==> config.mk <==
export PLATFORM = sky130hd
export DESIGN_NAME = pulse_stamp_buffer
export DESIGN_NICKNAME = d
export VERILOG_FILES = /design/src/rtl/pst_pkg.sv /design/src/rtl/pst_timebase.sv /design/src/rtl/pst_ring.sv /design/src/rtl/pst_regs.sv /design/src/rtl/pulse_stamp_buffer.sv
export SDC_FILE = /design/constraint.sdc
export NUM_CORES = 1
export LEC_CHECK = 0
export BUFFER_PORTS_ARGS = -buffer_cell sky130_fd_sc_hd__buf_2
export CAP_MARGIN = 0
export CORE_AREA = 8 8 259 511
export DETAILED_ROUTE_END_ITERATION = 8
export DIE_AREA = 0 0 267 519
export PLACE_DENSITY_LB_ADDON = 0.25
export SYNTH_ARGS = -nofsm -noshare
export SYNTH_HDL_FRONTEND = slang
export SYNTH_SLANG_ARGS = --single-unit
==> constraint.sdc <==
create_clock -name clk -period 6.7 [get_ports clk]
set_input_delay 0.67 -clock clk [delete_from_list [all_inputs] [get_ports clk]]
set_output_delay 0.67 -clock clk [all_outputs]
set_load 0.01 [all_outputs]
==> src/rtl/pst_pkg.sv <==
`timescale 1ns/1ps
package pst_pkg;
    localparam int TAG_CHAN_W    = 6;
    localparam int SEC_W         = 40;
    localparam int WORD_W        = 32;
    localparam int ADDR_W        = 3;
    localparam int CSR_CLR_BIT   = 16;
    localparam int CSR_EMPTY_BIT = 17;
    localparam int CSR_FULL_BIT  = 18;
    localparam int META_EXT_BIT  = 8;

    typedef enum logic [ADDR_W-1:0] {
        R_TIME_LO = 3'd0,
        R_TIME_HI = 3'd1,
        R_META    = 3'd2,
        R_CYC     = 3'd3,
        R_SEC_LO  = 3'd4,
        R_SEC_HI  = 3'd5,
        R_CSR     = 3'd6,
        R_SPARE   = 3'd7
    } reg_idx_e;

    typedef struct packed {
        logic [TAG_CHAN_W-1:0] chan;
        logic                  ext_ok;
        logic [WORD_W-1:0]     cyc;
        logic [SEC_W-1:0]      sec;
    } tag_t;

    function automatic logic [WORD_W-1:0] meta_word(input tag_t t);
        logic [WORD_W-1:0] w;
        w = '0;
        w[TAG_CHAN_W-1:0] = t.chan;
        w[META_EXT_BIT]   = t.ext_ok;
        return w;
    endfunction

    function automatic logic [WORD_W-1:0] sec_hi_word(input logic [SEC_W-1:0] s);
        logic [WORD_W-1:0] w;
        w = '0;
        w[SEC_W-WORD_W-1:0] = s[SEC_W-1:WORD_W];
        return w;
    endfunction

    function automatic logic [WORD_W-1:0] csr_word(input logic empty, input logic full);
        logic [WORD_W-1:0] w;
        w = '0;
        w[CSR_EMPTY_BIT] = empty;
        w[CSR_FULL_BIT]  = full;
        return w;
    endfunction
endpackage

==> src/rtl/pst_timebase.sv <==
`timescale 1ns/1ps
module pst_timebase
    import pst_pkg::*;
#(
    parameter int CYC_PER_SEC = 125_000_000,
    parameter int CYC_W       = $clog2(CYC_PER_SEC)
) (
    input  logic              clk,
    input  logic              rst,
    input  logic              ld_lo,
    input  logic              ld_hi,
    input  logic [WORD_W-1:0] wdata,
    output logic [CYC_W-1:0]  cyc,
    output logic [SEC_W-1:0]  sec
);
    localparam logic [CYC_W-1:0] LAST = CYC_W'(CYC_PER_SEC - 1);

    always_ff @(posedge clk) begin
        if (rst) begin
            cyc <= '0;
            sec <= '0;
        end else if (ld_lo) begin
            sec[WORD_W-1:0] <= wdata;
            cyc             <= '0;
        end else if (ld_hi) begin
            sec[SEC_W-1:WORD_W] <= wdata[SEC_W-WORD_W-1:0];
            cyc                 <= '0;
        end else if (cyc == LAST) begin
            cyc <= '0;
            sec <= sec + 1'b1;
        end else begin
            cyc <= cyc + 1'b1;
        end
    end
endmodule

==> src/rtl/pst_ring.sv <==
`timescale 1ns/1ps
module pst_ring
    import pst_pkg::*;
#(
    parameter int DEPTH = 16,
    parameter int CNT_W = $clog2(DEPTH + 1)
) (
    input  logic             clk,
    input  logic             rst,
    input  logic             clr,
    input  logic             push,
    input  tag_t             push_tag,
    input  logic             pop,
    output tag_t             head,
    output logic             empty,
    output logic             full,
    output logic [CNT_W-1:0] cnt
);
    localparam int PTR_W = (DEPTH > 1) ? $clog2(DEPTH) : 1;

    tag_t             slot [DEPTH];
    logic [PTR_W-1:0] rd_ptr, wr_ptr;
    logic             do_push, do_pop, adv_rd;

    function automatic logic [PTR_W-1:0] bump(input logic [PTR_W-1:0] p);
        return (p == PTR_W'(DEPTH - 1)) ? '0 : p + 1'b1;
    endfunction

    assign empty   = (cnt == '0);
    assign full    = (cnt == CNT_W'(DEPTH));
    assign do_push = push && !clr;
    assign do_pop  = pop && !empty && !clr;
    assign adv_rd  = do_pop || (do_push && full);
    assign head    = slot[rd_ptr];

    always_ff @(posedge clk) begin
        if (do_push) slot[wr_ptr] <= push_tag;
    end

    always_ff @(posedge clk) begin
        if (rst || clr) begin
            rd_ptr <= '0;
            wr_ptr <= '0;
            cnt    <= '0;
        end else begin
            if (do_push) wr_ptr <= bump(wr_ptr);
            if (adv_rd)  rd_ptr <= bump(rd_ptr);
            if (do_push && !full && !do_pop)  cnt <= cnt + 1'b1;
            else if (do_pop && !do_push)      cnt <= cnt - 1'b1;
        end
    end
endmodule

==> src/rtl/pst_regs.sv <==
`timescale 1ns/1ps
module pst_regs
    import pst_pkg::*;
(
    input  logic              wr,
    input  logic              rd,
    input  logic [ADDR_W-1:0] addr,
    input  logic [WORD_W-1:0] wdata,
    input  logic [SEC_W-1:0]  sec,
    input  tag_t              head,
    input  logic              empty,
    input  logic              full,
    output logic              ld_lo,
    output logic              ld_hi,
    output logic              clr,
    output logic              pop,
    output logic [WORD_W-1:0] rdata
);
    reg_idx_e idx;
    tag_t     shown;

    assign idx   = reg_idx_e'(addr);
    assign shown = empty ? '0 : head;

    always_comb begin
        ld_lo = wr && (idx == R_TIME_LO);
        ld_hi = wr && (idx == R_TIME_HI);
        clr   = wr && (idx == R_CSR) && wdata[CSR_CLR_BIT];
        pop   = rd && (idx == R_META);
        unique case (idx)
            R_TIME_LO: rdata = sec[WORD_W-1:0];
            R_TIME_HI: rdata = sec_hi_word(sec);
            R_META:    rdata = meta_word(shown);
            R_CYC:     rdata = shown.cyc;
            R_SEC_LO:  rdata = shown.sec[WORD_W-1:0];
            R_SEC_HI:  rdata = sec_hi_word(shown.sec);
            R_CSR:     rdata = csr_word(empty, full);
            default:   rdata = '0;
        endcase
    end
endmodule

==> src/rtl/pulse_stamp_buffer.sv <==
`timescale 1ns/1ps
module pulse_stamp_buffer
    import pst_pkg::*;
#(
    parameter int N_CHAN      = 6,
    parameter int DEPTH       = 16,
    parameter int CYC_PER_SEC = 125_000_000
) (
    input  logic              clk,
    input  logic              rst,
    input  logic [N_CHAN-1:0] pulse_in,
    input  logic              ext_time_ok,
    input  logic              bus_wr,
    input  logic              bus_rd,
    input  logic [2:0]        bus_addr,
    input  logic [31:0]       bus_wdata,
    output logic [31:0]       bus_rdata
);
    localparam int CYC_W = $clog2(CYC_PER_SEC);
    localparam int CNT_W = $clog2(DEPTH + 1);

    logic [CYC_W-1:0] cyc_now;
    logic [SEC_W-1:0] sec_now;
    logic             ld_lo, ld_hi, clr_req, pop_req, push;
    logic             empty, full;
    logic [CNT_W-1:0] cnt;
    tag_t             new_tag, head;

    assign push = |pulse_in;

    always_comb begin
        new_tag        = '0;
        new_tag.chan   = TAG_CHAN_W'(pulse_in);
        new_tag.ext_ok = ext_time_ok;
        new_tag.cyc    = WORD_W'(cyc_now);
        new_tag.sec    = sec_now;
    end

    pst_timebase #(.CYC_PER_SEC(CYC_PER_SEC), .CYC_W(CYC_W)) u_time (
        .clk   (clk),
        .rst   (rst),
        .ld_lo (ld_lo),
        .ld_hi (ld_hi),
        .wdata (bus_wdata),
        .cyc   (cyc_now),
        .sec   (sec_now)
    );

    pst_ring #(.DEPTH(DEPTH), .CNT_W(CNT_W)) u_ring (
        .clk      (clk),
        .rst      (rst),
        .clr      (clr_req),
        .push     (push),
        .push_tag (new_tag),
        .pop      (pop_req),
        .head     (head),
        .empty    (empty),
        .full     (full),
        .cnt      (cnt)
    );

    pst_regs u_regs (
        .wr    (bus_wr),
        .rd    (bus_rd),
        .addr  (bus_addr),
        .wdata (bus_wdata),
        .sec   (sec_now),
        .head  (head),
        .empty (empty),
        .full  (full),
        .ld_lo (ld_lo),
        .ld_hi (ld_hi),
        .clr   (clr_req),
        .pop   (pop_req),
        .rdata (bus_rdata)
    );
endmodule

======== Word-level counts from Yosys, hierarchy flattened ========
Memories as Yosys holds them, arrays and structs flattened. A register that Yosys moved wholly into a read port is not among the register bits.
Index checks and enable logic that the tools add are counted.
word-level totals
  word-level logic and storage cells ...... 67
  output and inout port bits .............. 32
  register bits after elaboration ......... 80
  memories kept ........................... 1
  bits in writable memories ............... 1184
cells by class
  add/sub/neg operators ................... 6
  bitwise logic cells ..................... 1
  reductions and logical operators ........ 28
  eq/ne operators ......................... 11
  mux-type cells .......................... 14
memories
  memory       words  bits a word  rd ports  clocked after memory_dff  wr ports  line            RTL
  u_ring.slot  16     74           1         1                         1         pst_ring.sv:21  tag_t slot [DEPTH];
operators by type and width
  operator                                          count
  one-hot mux 32 bit (7 select lines)               1
  2-to-1 mux 79 bit                                 1
  2-to-1 mux 32 bit                                 2
  adder 40 x 1 -> 40 bit, second input constant     1
  2-to-1 mux 40 bit                                 1
  adder 27 x 1 -> 27 bit, second input constant     1
  == test 27 bit, second input constant             1
  2-to-1 mux 4 bit                                  4
  logical AND 1 bit                                 12
  2-to-1 mux 5 bit                                  2
  == test 3 bit, second input constant              3
  adder 4 x 1 -> 4 bit, second input constant       2
  == test 4 bit, second input constant              2
  2-to-1 mux 8 bit                                  1
  == test 3 x 2 -> 1 bit, second input constant     2
  nonzero test 2 bit                                3
  OR reduction 6 bit                                1
  adder 5 x 1 -> 5 bit, second input constant       1
  == test 5 bit, second input constant              1
  zero test 1 bit                                   5
  zero test 5 bit                                   1
  subtractor 5 x 1 -> 5 bit, second input constant  1
  AND reduction 2 bit                               2
  OR reduction 4 bit                                1
  6 further kinds                                   8

======== Longest topological paths before layout ========
  depth in word-level cells ............... 9
  gate-level depth with buffers ........... 11
  depth with buffers taken out ............ 10

======== Hierarchy ========
A second synthesis with hierarchy kept.
unflattened totals
  cells, all modules ...................... 2499
  area total of the unflattened synthesis .. 53212.3 sq um
by module, submodules not included
  module              area an instance (sq um)  seq. area each (sq um)  cells an instance  instances
  pst_ring            48300.1                   38296.7                 1870               1
  pst_timebase        3822.4                    1341.3                  473                1
  pst_regs            1072.3                    0.0                     152                1
  pulse_stamp_buffer  17.5                      0.0                     4                  1

======== Worst setup path after synthesis ========
OpenSTA, ideal clock, no wires.
  path type ............................... input -> register
  start point ............................. input port bus_addr[0]
  end point ............................... memory u_ring.slot[3][0] (netlist name), enable pin
  path buffers ............................ 1
  setup time .............................. 0.597 ns
  slack ................................... -0.468 ns
  arrival ................................. 6.571 ns
  stages .................................. 5
  data required time ...................... 6.103 ns
  path through ............................ clkbuf_1 > nor3_1 > nor2_1 > nand2_1 > nor3_1
between the ends
  longest elaborated chain between the ends .. 7
ends and longest elaborated chain
  what                                    line                      RTL
  start: declaration                      pulse_stamp_buffer.sv:15  input logic [2:0] bus_addr,
  == test 3 bit                           pst_regs.sv:28            clr = wr && (idx == R_CSR) && wdata[CSR_CLR_BIT];
  logical AND 1 bit (2 in series)         pst_regs.sv:28
  zero test 1 bit                         pst_ring.sv:31            assign do_push = push && !clr;
  logical AND 1 bit                       pst_ring.sv:31
  2-to-1 mux 1 bit                        pst_ring.sv:37            if (do_push) slot[wr_ptr] <= push_tag;
  2-to-1 mux 1 bit (implied by the code)  pst_ring.sv:37
  end: declaration                        pst_ring.sv:21
No other way between the ends.

==> flow_summary.json <==
{
  "firstDrtPassIters": 5,
  "slew_headroom_pct": 22.51,
  "powerDensity_nw_per_um2": 282.2,
  "hp-class": "primary input to flop",
  "die_h_um": 519,
  "synth_flop_cell": "edfxtp_1",
  "cts_buffers": 103,
  "vias_per_cell": 5.800,
  "yosysWarnings": 0,
  "dpl_cell_area_um2": 52730,
  "grt_use_total_pct": 19.53,
  "start_util_pct": 39.80,
  "worstSetupStartpointType": "flop",
  "ant_nets": 0,
  "grt_pass1_vias": 27240,
  "cp.required_ps": 6030,
  "dp.cells": 4287,
  "clk_path_buf_depth": 3,
  "max_freq_mhz": 195.5,
  "stdcell_area_um2": 56000,
  "gp_congestion": 0.8336,
  "finalCritPeriodShare_pct": 76.33,
  "clk_pin_slew_worst_paths_ps": 70,
  "io_buffers": 77,
  "via_count": 25980,
  "fillCellCount": 10630,
  "rsz0062_at_grt": "no",
  "worst_pin_slew_ps": 1162,
  "wl_per_cell_um": 30.59,
  "worst_hold_slack_ps": 260.2,
  "setup.worst_path.class": "flop to output pin",
  "drc": 0,
  "avgSynthCellArea_um2": 19.29,
  "cts_sinks": 1268,
  "antenna_found_initial": 4,
  "die-area_um2": 138600,
  "tns_ps": 0,
  "final_hold_viol_count": 0,
  "cts_resized": 0,
  "cts-root-buf": "clkbuf_16",
  "p_leak_nw": 17.01,
  "wl_um": 137000,
  "hold_buffers": 0,
  "final_core_util_pct": 44.63,
  "drv_slew": 0,
  "grt_max_degree": 84,
  "ir_worst_vdd_mv": 0.1767,
  "grt_overflow": 0,
  "hp-start": "bus_wdata[0]",
  "synth_area_um2": 49940,
  "fin_cells": 4479,
  "drive_gt1_share_pct": 23.62,
  "status": "finished, final reports clean",
  "ioPinCount": 78,
  "syn_inst": 2589,
  "die_w_um": 267,
  "core_area_um2": 125500,
  "cap_violations": 0,
  "yosysSeqAreaShare_pct": 74.56,
  "synth_nets": 2646,
  "setup_ws_ps": 1586,
  "cts_max_level": 3,
  "area_delta_synth_final_pct": 12.13,
  "ys_ff_latch": 1268,
  "drt_iter0_drc": 2476,
  "hpwl_um": 81980,
  "synth.distinct_cells": 73,
  "pre_cts_slack_ps": 2063,
  "power_mw": 15.80,
  "arrival_ps": 4440,
  "grt_pass1_wl_um": 195700,
  "cp_max_fo": 83,
  "fin_nets": 2775,
  "end_kind": "output pin",
  "r2r_start": "u_time.cyc[0]",
  "placementRows": 184,
  "clkLatencyLatePin_ps": 720,
  "synth-edff-count": 1184,
  "post-cts-setup-buffer-count": 0,
  "finClkSkew_ps": 16.70,
  "cts_tree": "yes",
  "finalSetupViolations": 0,
  "async_reset_ff_share_pct": 0,
  "fin_crit_ps": 5114
}
cell usage in the layout, fill, tap and decap left out, types with 12 or more instances in the layout:
master,count
nand2_1,137
nand3_1,29
o21ai_0,34
mux2i_1,76
clkinv_1,22
clkbuf_1,16
a22oi_1,53
clkinv_2,22
buf_4,80
clkbuf_16,105
nor2_4,15
o22ai_1,13
o31ai_1,13
xnor2_1,12
inv_1,14
a31oi_1,18
nor2b_1,15
nand4_1,16
nor2_1,92
edfxtp_1,1184
a21oi_1,101
dfxtp_1,80
a211oi_1,26
buf_2,77
nor3_1,31
nand2b_1,12
xor2_1,17
mux4_2,294
nor4_1,14
sequential cells by signal, indices dropped and copies added, names as in the netlist, named ones only:
| register | cells |
|---|---|
| u_time.cyc | 27 |
| u_ring.wr_ptr | 4 |
| u_time.sec | 40 |
| u_ring.slot | 1184 |
| u_ring.cnt | 5 |
| u_ring.rd_ptr | 4 |
worst max-delay path, cell delays in order, from the launching register on:
cell	delay, ps
dfxtp_4	770
buf_12	430
inv_1	560
mux2i_1	370
o22ai_1	130
o31ai_1	510
o311ai_0	360
buf_4	240
buf_2	140
where the power goes:
part | leakage (nW) | switching [mW] | internal [mW] | total [mW]
combinational | 3.86 | 0.589 | 0.358 | 0.947
sequential | 11.6 | 0.0923 | 8.79 | 8.88
clock | 1.59 | 2.84 | 3.14 | 5.98
synthesized netlist by cell type (all sizes together), types with 5 or more instances:
master / instances / area share (%)
edfxtp: 1184 / 71
mux4: 294 / 13
nand2: 137 / 1.0
nor2: 109 / 0.82
a21oi: 101 / 1.0
dfxtp: 84 / 3.4
mux2i: 76 / 1.5
clkbuf: 71 / 0.54
buf: 68 / 0.67
a22oi: 53 / 0.80
nor3: 36 / 0.36
o21ai: 35 / 0.35
nand3: 30 / 0.31
a211oi: 26 / 0.39
a31oi: 18 / 0.23
nand4: 18 / 0.29
nor2b: 17 / 0.21
xor2: 17 / 0.30
nor4: 16 / 0.26
inv: 14 / 0.11
o22ai: 13 / 0.16
o31ai: 13 / 0.20
nand2b: 12 / 0.15
xnor2: 12 / 0.21
and2: 10 / 0.13
and3: 10 / 0.13
ha: 10 / 0.25
or3: 10 / 0.14
or4: 10 / 0.15
a221oi: 8 / 0.14
a22o: 8 / 0.14
o32ai: 7 / 0.12
nand3b: 6 / 0.090
o211ai: 6 / 0.090
or2: 5 / 0.063
routing by layer:
layer / global-route usage, % / wire [um] / up-vias
li1: - / - / 10910
met1: 23.59 / 51930 / 13990
met2: 35.66 / 74110 / 868
met3: 2.495 / 6902 / 210
met4: 6.454 / 4087 / 0
met5: 0 / 0 / -
logic make-up after synthesis:
group                    Yosys count  share of synthesized area [%]
multiplexers                     373                          14.85
adder cells (fa/ha/maj)           11                         0.2906
flip-flops                      1268                          74.56
XOR/XNOR                          29                         0.5086
AO/OA/AOI/OAI                    312                          4.039
buffers and inverters            153                          1.310
AND/OR/NAND/NOR                  443                          4.444
worst paths after layout:
| kind | to | slack (ps) | cells after the start |
|---|---|---|---|
| max reg2reg | u_time.cyc[21] | 2950 | 6 |
| max | bus_rdata[1] | 1590 | 8 |
| min | u_time.sec[0] | 260 | 3 |
| min reg2reg | flop | 520 | 2 |
area by class of cell:
class / count / area [um2] / area share, %
flip-flops and latches: 1268 / 37250 / 66.52
multi-input cells: 1168 / 12230 / 21.83
clock buffers: 122 / 2701 / 4.824
well taps: 1674 / 2095 / 3.740
repair buffers: 163 / 1106 / 1.975
clock inverters: 68 / 560.5 / 1.001
inverters: 14 / 52.55 / 0.09384
diodes: 2 / 5.005 / 0.008938
Note: power is estimated with default switching activity, not from simulation.
